`config.mk`:
```
export PLATFORM = sky130hd
export DESIGN_NAME = bcc_engine
export DESIGN_NICKNAME = d
export VERILOG_FILES = /design/src/rtl/bcc_pkg.sv /design/src/rtl/bcc_step.sv /design/src/rtl/bcc_tx.sv /design/src/rtl/bcc_rx.sv /design/src/rtl/bcc_engine.sv
export SDC_FILE = /design/constraint.sdc
export NUM_CORES = 1
export LEC_CHECK = 0
export BUFFER_PORTS_ARGS = -buffer_cell sky130_fd_sc_hd__buf_2
export CORE_ASPECT_RATIO = 0.5
export CORE_MARGIN = 8
export CORE_UTILIZATION = 35
export DETAILED_ROUTE_END_ITERATION = 16
export SYNTH_ARGS = -nofsm -noshare
export SYNTH_HDL_FRONTEND = slang
export SYNTH_SLANG_ARGS = --single-unit
```
`constraint.sdc`:
```
create_clock -name clk -period 4.7 [get_ports clk]
set_clock_uncertainty 0.2 [all_clocks]
set_input_delay 0 -clock clk [delete_from_list [all_inputs] [get_ports clk]]
set_output_delay 0 -clock clk [all_outputs]
set_load 0.02 [all_outputs]
```
`src/rtl/bcc_pkg.sv`:
```
package bcc_pkg;
  typedef enum logic [1:0] {
    KIND_LRC     = 2'b00,
    KIND_CRC16   = 2'b01,
    KIND_CCITT   = 2'b10,
    KIND_LRC_ALT = 2'b11
  } bcc_kind_t;

  function automatic logic is_crc(input logic [1:0] k);
    return (k == KIND_CRC16) || (k == KIND_CCITT);
  endfunction
endpackage

```
`src/rtl/bcc_step.sv`:
```
module bcc_step
  import bcc_pkg::*;
#(
  parameter int DATA_W = 8,
  parameter int CRC_W  = 16,
  parameter logic [CRC_W-1:0] POLY_A = 16'h8005,
  parameter logic [CRC_W-1:0] POLY_B = 16'h1021
) (
  input  logic [1:0]        kind,
  input  logic [CRC_W-1:0]  acc_in,
  input  logic [DATA_W-1:0] ch,
  output logic [CRC_W-1:0]  acc_out
);
  function automatic logic [CRC_W-1:0] mirror(input logic [CRC_W-1:0] v);
    logic [CRC_W-1:0] r;
    for (int i = 0; i < CRC_W; i++) r[i] = v[CRC_W-1-i];
    return r;
  endfunction

  localparam logic [CRC_W-1:0] MIR_A = mirror(POLY_A);
  localparam logic [CRC_W-1:0] MIR_B = mirror(POLY_B);

  logic [CRC_W-1:0] tap;
  logic [CRC_W-1:0] stage [DATA_W+1];

  assign tap      = (kind == KIND_CCITT) ? MIR_B : MIR_A;
  assign stage[0] = acc_in ^ {{(CRC_W-DATA_W){1'b0}}, ch};

  // one shift-and-reduce stage per input bit, least significant first
  for (genvar g = 0; g < DATA_W; g++) begin : g_bit
    assign stage[g+1] = stage[g][0] ? ((stage[g] >> 1) ^ tap) : (stage[g] >> 1);
  end

  assign acc_out = is_crc(kind) ? stage[DATA_W]
                 : {acc_in[CRC_W-1:DATA_W], acc_in[DATA_W-1:0] ^ ch};
endmodule

```
`src/rtl/bcc_tx.sv`:
```
module bcc_tx
  import bcc_pkg::*;
#(
  parameter int DATA_W = 8,
  parameter int CRC_W  = 16,
  parameter logic [CRC_W-1:0] POLY_A = 16'h8005,
  parameter logic [CRC_W-1:0] POLY_B = 16'h1021
) (
  input  logic              clk,
  input  logic              rst_n,
  input  logic [1:0]        kind,
  input  logic              clear,
  input  logic              in_valid,
  output logic              in_ready,
  input  logic [DATA_W-1:0] in_data,
  input  logic              in_include,
  input  logic              in_send_check,
  output logic              out_valid,
  input  logic              out_ready,
  output logic [DATA_W-1:0] out_data
);
  localparam int NB = CRC_W / DATA_W;
  localparam int CW = $clog2(NB + 1);

  logic [CRC_W-1:0]  acc_q, hold_q, base, stepped, updated;
  logic [CW-1:0]     left_q, sel_q;
  logic              vld_q;
  logic [DATA_W-1:0] dat_q;
  logic              slot_free, take;

  assign base = clear ? '0 : acc_q;

  bcc_step #(.DATA_W(DATA_W), .CRC_W(CRC_W), .POLY_A(POLY_A), .POLY_B(POLY_B)) u_step (
    .kind   (kind),
    .acc_in (base),
    .ch     (in_data),
    .acc_out(stepped)
  );

  assign updated   = in_include ? stepped : base;
  assign slot_free = !vld_q || out_ready;
  assign in_ready  = (left_q == '0) && slot_free;
  assign take      = in_valid && in_ready;

  always_ff @(posedge clk or negedge rst_n) begin
    if (!rst_n) begin
      acc_q  <= '0;
      hold_q <= '0;
      left_q <= '0;
      sel_q  <= '0;
      vld_q  <= 1'b0;
      dat_q  <= '0;
    end else begin
      acc_q <= take ? updated : base;
      if (take) begin
        vld_q <= 1'b1;
        dat_q <= in_data;
        if (in_send_check) begin
          hold_q <= updated;
          left_q <= is_crc(kind) ? CW'(NB) : CW'(1);
          sel_q  <= '0;
        end
      end else if ((left_q != '0) && slot_free) begin
        vld_q  <= 1'b1;
        dat_q  <= hold_q[sel_q*DATA_W +: DATA_W];
        left_q <= left_q - 1'b1;
        sel_q  <= sel_q + 1'b1;
      end else if (out_ready) begin
        vld_q <= 1'b0;
      end
    end
  end

  assign out_valid = vld_q;
  assign out_data  = dat_q;
endmodule

```
`src/rtl/bcc_rx.sv`:
```
module bcc_rx
  import bcc_pkg::*;
#(
  parameter int DATA_W = 8,
  parameter int CRC_W  = 16,
  parameter logic [CRC_W-1:0] POLY_A = 16'h8005,
  parameter logic [CRC_W-1:0] POLY_B = 16'h1021
) (
  input  logic              clk,
  input  logic              rst_n,
  input  logic [1:0]        kind,
  input  logic              clear,
  input  logic              in_valid,
  input  logic [DATA_W-1:0] in_data,
  input  logic              in_include,
  input  logic              in_expect,
  output logic              ok,
  output logic              err
);
  localparam int NB = CRC_W / DATA_W;
  localparam int CW = $clog2(NB + 1);

  logic [CRC_W-1:0] acc_q, hold_q, base, stepped, updated;
  logic [CW-1:0]    left_q, sel_q;
  logic             bad_q, ok_q, err_q, miss, fresh;

  assign base = clear ? '0 : acc_q;

  bcc_step #(.DATA_W(DATA_W), .CRC_W(CRC_W), .POLY_A(POLY_A), .POLY_B(POLY_B)) u_step (
    .kind   (kind),
    .acc_in (base),
    .ch     (in_data),
    .acc_out(stepped)
  );

  assign updated = in_include ? stepped : base;
  assign miss    = in_data != hold_q[sel_q*DATA_W +: DATA_W];
  assign fresh   = clear || (left_q == '0);

  always_ff @(posedge clk or negedge rst_n) begin
    if (!rst_n) begin
      acc_q  <= '0;
      hold_q <= '0;
      left_q <= '0;
      sel_q  <= '0;
      bad_q  <= 1'b0;
      ok_q   <= 1'b0;
      err_q  <= 1'b0;
    end else begin
      ok_q  <= 1'b0;
      err_q <= 1'b0;
      if (in_valid && fresh) begin
        acc_q <= updated;
        if (in_expect) begin
          hold_q <= updated;
          left_q <= is_crc(kind) ? CW'(NB) : CW'(1);
          sel_q  <= '0;
          bad_q  <= 1'b0;
        end else begin
          left_q <= '0;
        end
      end else if (in_valid) begin
        left_q <= left_q - 1'b1;
        sel_q  <= sel_q + 1'b1;
        bad_q  <= bad_q || miss;
        if (left_q == CW'(1)) begin
          ok_q  <= !(bad_q || miss);
          err_q <= bad_q || miss;
        end
      end else begin
        acc_q <= base;
        if (clear) left_q <= '0;
      end
    end
  end

  assign ok  = ok_q;
  assign err = err_q;
endmodule

```
`src/rtl/bcc_engine.sv`:
```
module bcc_engine
  import bcc_pkg::*;
#(
  parameter int DATA_W = 8,
  parameter int CRC_W  = 16,
  parameter logic [CRC_W-1:0] POLY_A = 16'h8005,
  parameter logic [CRC_W-1:0] POLY_B = 16'h1021
) (
  input  logic              clk,
  input  logic              rst_n,
  input  logic [1:0]        chk_kind,
  input  logic              tx_clear,
  input  logic              tx_in_valid,
  output logic              tx_in_ready,
  input  logic [DATA_W-1:0] tx_in_data,
  input  logic              tx_in_include,
  input  logic              tx_in_send_check,
  output logic              tx_out_valid,
  input  logic              tx_out_ready,
  output logic [DATA_W-1:0] tx_out_data,
  input  logic              rx_clear,
  input  logic              rx_valid,
  output logic              rx_ready,
  input  logic [DATA_W-1:0] rx_data,
  input  logic              rx_include,
  input  logic              rx_expect,
  output logic              check_ok,
  output logic              check_err
);
  bcc_tx #(.DATA_W(DATA_W), .CRC_W(CRC_W), .POLY_A(POLY_A), .POLY_B(POLY_B)) u_tx (
    .clk          (clk),
    .rst_n        (rst_n),
    .kind         (chk_kind),
    .clear        (tx_clear),
    .in_valid     (tx_in_valid),
    .in_ready     (tx_in_ready),
    .in_data      (tx_in_data),
    .in_include   (tx_in_include),
    .in_send_check(tx_in_send_check),
    .out_valid    (tx_out_valid),
    .out_ready    (tx_out_ready),
    .out_data     (tx_out_data)
  );

  bcc_rx #(.DATA_W(DATA_W), .CRC_W(CRC_W), .POLY_A(POLY_A), .POLY_B(POLY_B)) u_rx (
    .clk       (clk),
    .rst_n     (rst_n),
    .kind      (chk_kind),
    .clear     (rx_clear),
    .in_valid  (rx_valid),
    .in_data   (rx_data),
    .in_include(rx_include),
    .in_expect (rx_expect),
    .ok        (check_ok),
    .err       (check_err)
  );

  assign rx_ready = 1'b1;
endmodule

```
Yosys cells after proc, flatten, opt, wreduce, memory -nomap -nowiden
Cells that the tools add are included.
- bits in registers: 84
- bits of input ports: 29
- output and inout bits: 13
- add/sub/neg operators: 4
- equal/unequal tests: 7
- shifts and indexed selects: 2
- multiplexer cells: 54
- bitwise gates (word level): 20
- reduce and logical (&&, ||, !) cells: 21
- operators by type and width (cell ; count):
    two-way mux 16 bit ; 25
    XOR 15 x 16 -> 16 bit ; 16
    variable part select 16 x 6 -> 8 bit ; 2
    XOR 16 x 8 -> 16 bit ; 2
    two-way mux 2 bit ; 14
    two-way mux 8 bit ; 2
    XOR 8 bit ; 2
    two-way mux 14 bit ; 1
    two-way mux 1 bit ; 12
    != test 8 bit ; 1
    AND reduction 2 bit ; 4
    nonzero test 2 bit ; 3
    nonzero test 3 bit ; 2
    adder 2 x 1 -> 2 bit, second input constant ; 2
    equality test 2 x 1 -> 1 bit, second input constant ; 2
    logical AND 1 bit ; 4
    zero test 2 bit ; 2
    logical OR 1 bit ; 4
    != test 2 bit, second input constant ; 2
    subtractor 2 x 1 -> 2 bit, second input constant ; 2
    equality test 2 bit, second input constant ; 1
    zero test 1 bit ; 2
    != test 2 x 1 -> 1 bit, second input constant ; 1

Logic depth before layout (Yosys ltp)
- depth in word-level cells: 21
- depth in mapped cells: 11
- mapped depth without buffers: 9

Cells and area by module
A second synthesis with hierarchy kept.
- cells, all modules: 639
- area total of the unflattened synthesis: 6328.6 µm²
- modules (own cells, without submodules) (module ; instances ; cells each ; area an instance (µm²) ; sequential area each (µm²)):
    bcc_tx ; 1 ; 191 ; 2396.0 ; 1126.1
    bcc_rx ; 1 ; 194 ; 2014.4 ; 975.9
    bcc_step ; 2 ; 126 ; 953.4 ; 0.0
    bcc_engine ; 1 ; 2 ; 11.3 ; 0.0

Worst setup path before layout
OpenSTA, ideal clock, no wires.
- kind: register -> register
- from: register u_rx.acc_q[0]
- to: register u_rx.hold_q[9]
- library setup time: 0.146 ns
- arrival time: 1.999 ns
- data required time: 4.354 ns
- setup slack: 2.355 ns
- stages on the path, launching flop included: 9
- buffers on the path: 1
- clock period less this slack: 2.345 ns
- path through: dfrtp_1 > buf_4 > or3b_1 > a211oi_1 > o21ai_0 > and2_1 > a221o_1 > mux2i_1 > o311ai_0
- cells in the longest elaborated chain, start to end: 18
- elaborated cells on any way between the ends: 19
- those cells by class: mux (11); bitwise (8)
- RTL lines (element ; RTL line ; source):
    start: declaration ; bcc_rx.sv:23 ; logic [CRC_W-1:0] acc_q, hold_q, base, stepped, updated;
    start signal: assignment ; bcc_rx.sv:53 ; acc_q <= updated;
    start signal: assignment ; bcc_rx.sv:71 ; acc_q <= base;
    two-way mux 16 bit * ; bcc_rx.sv:27 ; assign base = clear ? '0 : acc_q;
    XOR 16 x 8 -> 16 bit * ; bcc_step.sv:27 ; assign stage[0] = acc_in ^ {{(CRC_W-DATA_W){1'b0}}, ch};
    two-way mux 16 bit * (2 in a row) ; bcc_step.sv:31 ; assign stage[g+1] = stage[g][0] ? ((stage[g] >> 1) ^ tap) : (stage[g] >> 1);
    XOR 15 x 16 -> 16 bit or two-way mux 16 bit (tied branches) ; bcc_step.sv:31 ;
    two-way mux 16 bit * ; bcc_step.sv:31 ;
    XOR 15 x 16 -> 16 bit or two-way mux 16 bit (tied branches) ; bcc_step.sv:31 ;
    two-way mux 16 bit * ; bcc_step.sv:31 ;
    XOR 15 x 16 -> 16 bit or two-way mux 16 bit (tied branches) ; bcc_step.sv:31 ;
    two-way mux 16 bit * ; bcc_step.sv:31 ;
    XOR 15 x 16 -> 16 bit or two-way mux 16 bit (tied branches) ; bcc_step.sv:31 ;
    two-way mux 16 bit * ; bcc_step.sv:31 ;
    XOR 15 x 16 -> 16 bit or two-way mux 16 bit (tied branches) ; bcc_step.sv:31 ;
    two-way mux 16 bit * ; bcc_step.sv:31 ;
    XOR 15 x 16 -> 16 bit or two-way mux 16 bit (tied branches) ; bcc_step.sv:31 ;
    two-way mux 16 bit * ; bcc_step.sv:31 ;
    two-way mux 16 bit * ; bcc_step.sv:34 ; assign acc_out = is_crc(kind) ? stage[DATA_W]
    two-way mux 16 bit * ; bcc_rx.sv:36 ; assign updated = in_include ? stepped : base;
    end signal: assignment ; bcc_rx.sv:55 ; hold_q <= updated;
    end: declaration ; bcc_rx.sv:23 ;
Mark *: on every way between the ends. The rest lies on a longest branch, timed or not.
A chain may end at the register's enable or synchronous reset.

Worst setup path after layout
- from: register u_rx.left_q[0]
- to: register u_rx.hold_q[10]
- cells in the longest elaborated chain, start to end: 4
- RTL lines (element ; RTL line ; source):
    start: declaration ; bcc_rx.sv:24 ; logic [CW-1:0] left_q, sel_q;
    start signal: assignment ; bcc_rx.sv:56 ; left_q <= is_crc(kind) ? CW'(NB) : CW'(1);
    start signal: assignment ; bcc_rx.sv:63 ; left_q <= left_q - 1'b1;
    zero test 2 bit ; bcc_rx.sv:38 ; assign fresh = clear || (left_q == '0);
    logical OR 1 bit ; bcc_rx.sv:38 ;
    logical AND 1 bit ; bcc_rx.sv:52 ; if (in_valid && fresh) begin
    AND reduction 2 bit (no source line) ; -- ;
No other way between the ends.

==> qor.csv <==
stage,metric,value,unit
clocking,CTS max path bufs,2,
detailed_routing,drt first pass iters,5,
sta,"Period Utilization, post-route",62.8,%
global_route,initial antenna violation count,0,
synth,"Seq/Total Area, Yosys",32.8,%
die,initial core utilization,35.2,%
setup_path,WP buf/inv,1,
setup_path,Worst path slowest cell,nand2_1,
global_route,aggregate global-route resource usage,16.1,%
sta,RSZ-0062 raised after global routing,false,
clocking,clock slew at reported path FFs,60,ps
synth,syn_area_per_cell,8.34,um^2
die,Die Wd,207,um
synth,synthesis warning total,0,
synth,Synth Cell Area,0.00640,mm^2
global_route,GR met3 Demand/Resource,2.97,%
sta,min Tclk post-route,2950,ps
synth,syn nets,801,
clocking,TritonCTS Buffers,9,
setup_path,"slowest stage delay, CP",600,ps
die,die area,0.0231,mm^2
synth,Yosys reg bits,84,
global_route,first-pass GRT wire length,30.3,mm
worst_hold_path,HP Class,in2reg,
sta,Final Max Slew Viols,0,
synth,Synth Flop Type,dfrtp_1,
placed_design,PortBufs,40,
cells_and_area,Final nets,817,
setup_path,Worst Path Arrival,2980,ps
detailed_routing,vias per cell,5.53,
clocking,TritonCTS clock tree,yes,
sta,Final Hold Fails,0,
synth,synthesized instance count,768,
placed_design,placed cell areas,0.00669,mm^2
die,FP Rows,35,
pwr,Pwr Density,419,mW/mm^2
cells_and_area,post-layout util,39.8,%
detailed_routing,WL final,18.8,mm
placed_design,Detail Placement HPWL,13.0,mm
cells_and_area,FILL cells,1797,
clocking,H-tree depth,3,
setup_path,required time worst endpoint,4730,ps
job,max cap viols,0,
setup_path,Crit path max-delay family,simple AND/OR/NAND/NOR gates,
sta,worst slew margin relative to its limit,38.3,%
run_status,run status,completed,
global_route,vias in the first global route,5414,
detailed_routing,drt drc,0,
synth,async set or reset register ratio after synthesis,100,%
setup_path,Setup crit start kind,flip-flop,
setup_path,kind of critical path,reg2reg,
detailed_routing,DRT iter0 DRCs,539,
detailed_routing,routed via count,5689,
clocking,root buffer cell,clkbuf_16,
synth,synth unique cells,64,
synth,Post-synth EDFFs,0,
global_route,pin count of the biggest net entering global routing,60,
cells_and_area,fin cells,1029,
die,core area,0.0182,mm^2
die,Die H,112,um
detailed_routing,WL/cell,18.3,um
cells_and_area,number of diodes,0,
placed_design,Placer Congestion,0.884,
sta,Max Clk Rate,0.339,GHz
sta,Worst-Margin Slew,923,ps
cells_and_area,share of layout cells above drive strength 1,10.6,%
global_route,Most Crowded Layer GR,met2,
pwr,VDD IR max,206,uV
pwr,Leak Pwr,3.04,nW
sta,total negative slack,0,ps
cells_and_area,area grow syn2layout,13.0,%
clocking,Setup Buffers After CTS,0,
setup_path,crit path cell chain,inv_1 -> ha_1 -> nor2_1 -> nor2b_1 -> nand2_1 -> or3_1 -> o221a_2,
cells_and_area,fin area,0.00724,mm^2
detailed_routing,Routed Antenna Nets,0,
placed_design,Cells after DPL,992,
global_route,grt ovf,0,
sta,Final Setup Violations,0,
die,I/O Pins,42,
setup_path,CP Capture Type,flip-flop,
clocking,clk_lat worst skew,350,ps
global_route,met2 Usage GRT,26.8,%
clocking,Clock Sinks,84,
global_route,grt met1 use,21.5,%
setup_path,crit-path max FO,24,
-- per-stage QoR --
| step | hold slack [ps] | power (mW) | setup slack [ps] |
|---|---|---|---|
| 6_report | 20.4 | 3.03 | 1750 |
| 5_1_grt | 44.1 | 3.21 | 1540 |
| 4_1_cts | 18.8 | 3.04 | 1810 |
| 3_5_place_dp | -268 | 2.22 | 1550 |
| 3_3_place_gp | -262 | 2.20 | 1650 |
| 2_1_floorplan | -496 | 1.91 | 2360 |
-- flip-flops by register name (all words and copies together) (netlist names) --
signal	flops
u_rx.ok	1
u_rx.bad_q	1
u_tx.acc_q	16
u_tx.sel_q	2
u_rx.left_q	2
u_rx.err	1
u_rx.acc_q	16
u_tx.out_data	8
u_tx.left_q	2
u_rx.hold_q	16
u_tx.out_valid	1
u_tx.hold_q	16
u_rx.sel_q	2
-- tightest hold or removal path, stage by stage --
cell	delay [ps]
buf_2	180
xnor2_1	160
nand4_1	120
nor3_1	60
-- final cells by class --
cell class	count	area (um^2)	area share (%)
Multi-Input combinational cell	609	4010	55.4
Sequential cell	84	2100	29.0
Timing Repair Buffer	63	438	6.05
Tap cell	240	300	4.15
Clock buffer	10	239	3.30
Clock inverter	6	86.3	1.19
Inverter	17	63.8	0.882
-- layer usage --
metal  part of all wire [%]  vias to the layer above
met5                      0                        -
met1                     46                     2749
li1                       -                     2721
met3                    6.2                       27
met2                     47                      192
met4                    1.4                        0
-- cell usage after synthesis (all sizes together), types with 2 or more instances --
library cell / number / area (um^2)
xnor2: 73 / 666
nor3: 9 / 45.0
clkinv: 2 / 7.51
nand4: 3 / 18.8
o221ai: 3 / 26.3
xnor3: 6 / 135
o21a: 3 / 22.5
mux2i: 31 / 310
buf: 14 / 66.3
nand2: 77 / 289
nand3b: 2 / 15.0
o31a: 2 / 17.5
o211a: 2 / 20.0
a21oi: 44 / 220
o31ai: 3 / 27.5
a221o: 9 / 90.1
o211ai: 5 / 37.5
or2: 5 / 31.3
xor2: 20 / 175
a221oi: 4 / 35.0
a31oi: 11 / 68.8
a22o: 8 / 70.1
nor2b: 26 / 170
a211oi: 5 / 37.5
nand3: 13 / 65.1
inv: 15 / 56.3
a32oi: 4 / 35.0
clkbuf: 44 / 166
or3: 7 / 43.8
and2: 5 / 31.3
a22oi: 4 / 30.0
and3: 10 / 62.6
dfrtp: 84 / 2100
o22ai: 11 / 68.8
ha: 4 / 50.1
mux2: 12 / 139
o21ai: 83 / 415
nor2: 72 / 270
nand2b: 15 / 93.8
o311a: 2 / 20.0
-- cell families after synthesis --
family | after synthesis | synth area share [%]
adder cells (fa/ha/maj) | 4 | 0.782
flip-flops | 84 | 32.8
buffers and inverters | 75 | 4.63
XOR/XNOR | 100 | 15.6
other | 1 | 0.0586
AO/OA/AOI/OAI | 212 | 20.7
multiplexers | 43 | 7.01
AND/OR/NAND/NOR | 249 | 18.4
-- what timing repair did --
item,4_1_cts,5_1_grt
endpoints found under the hold margin,49,0
resized for setup,0,0
hold buffers,21,0
setup endpoints to repair,0,0
-- power breakdown --
part           leakage, nW  switching, mW  internal (mW)
logic                 1.77          0.649          0.511
registers             1.11          0.173          0.906
clock network        0.159          0.313          0.481
-- path summary, 6_finish.rpt --
check | from | depth (start not counted) | slack (ps) | endpoint
max in group asynchronous | rst_n | 4 | 3000 | u_tx.hold_q[14]
min in group asynchronous | rst_n | 4 | 510 | u_rx.ok
min reg2reg | u_rx.hold_q[12] | 2 | 280 | u_rx.hold_q[12]
min | rx_data[2] | 4 | 20 | u_rx.ok
max | u_rx.left_q[0] | 7 | 1750 | u_rx.hold_q[10]
max reg2reg | u_rx.left_q[0] | 7 | 1750 | u_rx.hold_q[10]
-- placed cells by master, fill, tap and decap left out, types with 5 or more instances in the layout --
cell type       n
nand3_1        13
buf_2          39
nor3_1          9
or3_1           7
and3_1         10
a21oi_1        44
dfrtp_1        84
a31oi_1        11
o22ai_1        11
o21ai_0        83
mux2_2         11
o211ai_1        5
mux2i_1        31
clkbuf_16       9
a221o_1         9
nand2b_1       15
a211oi_1        5
xor2_1         20
dlygate4sd3_1  20
or2_2           5
nand2_1        77
and2_1          5
inv_1          15
nor2_1         72
nor2b_1        25
a22o_1          8
xnor3_1         6
xnor2_1        71
No activity file was read; power rests on OpenSTA's default activity.
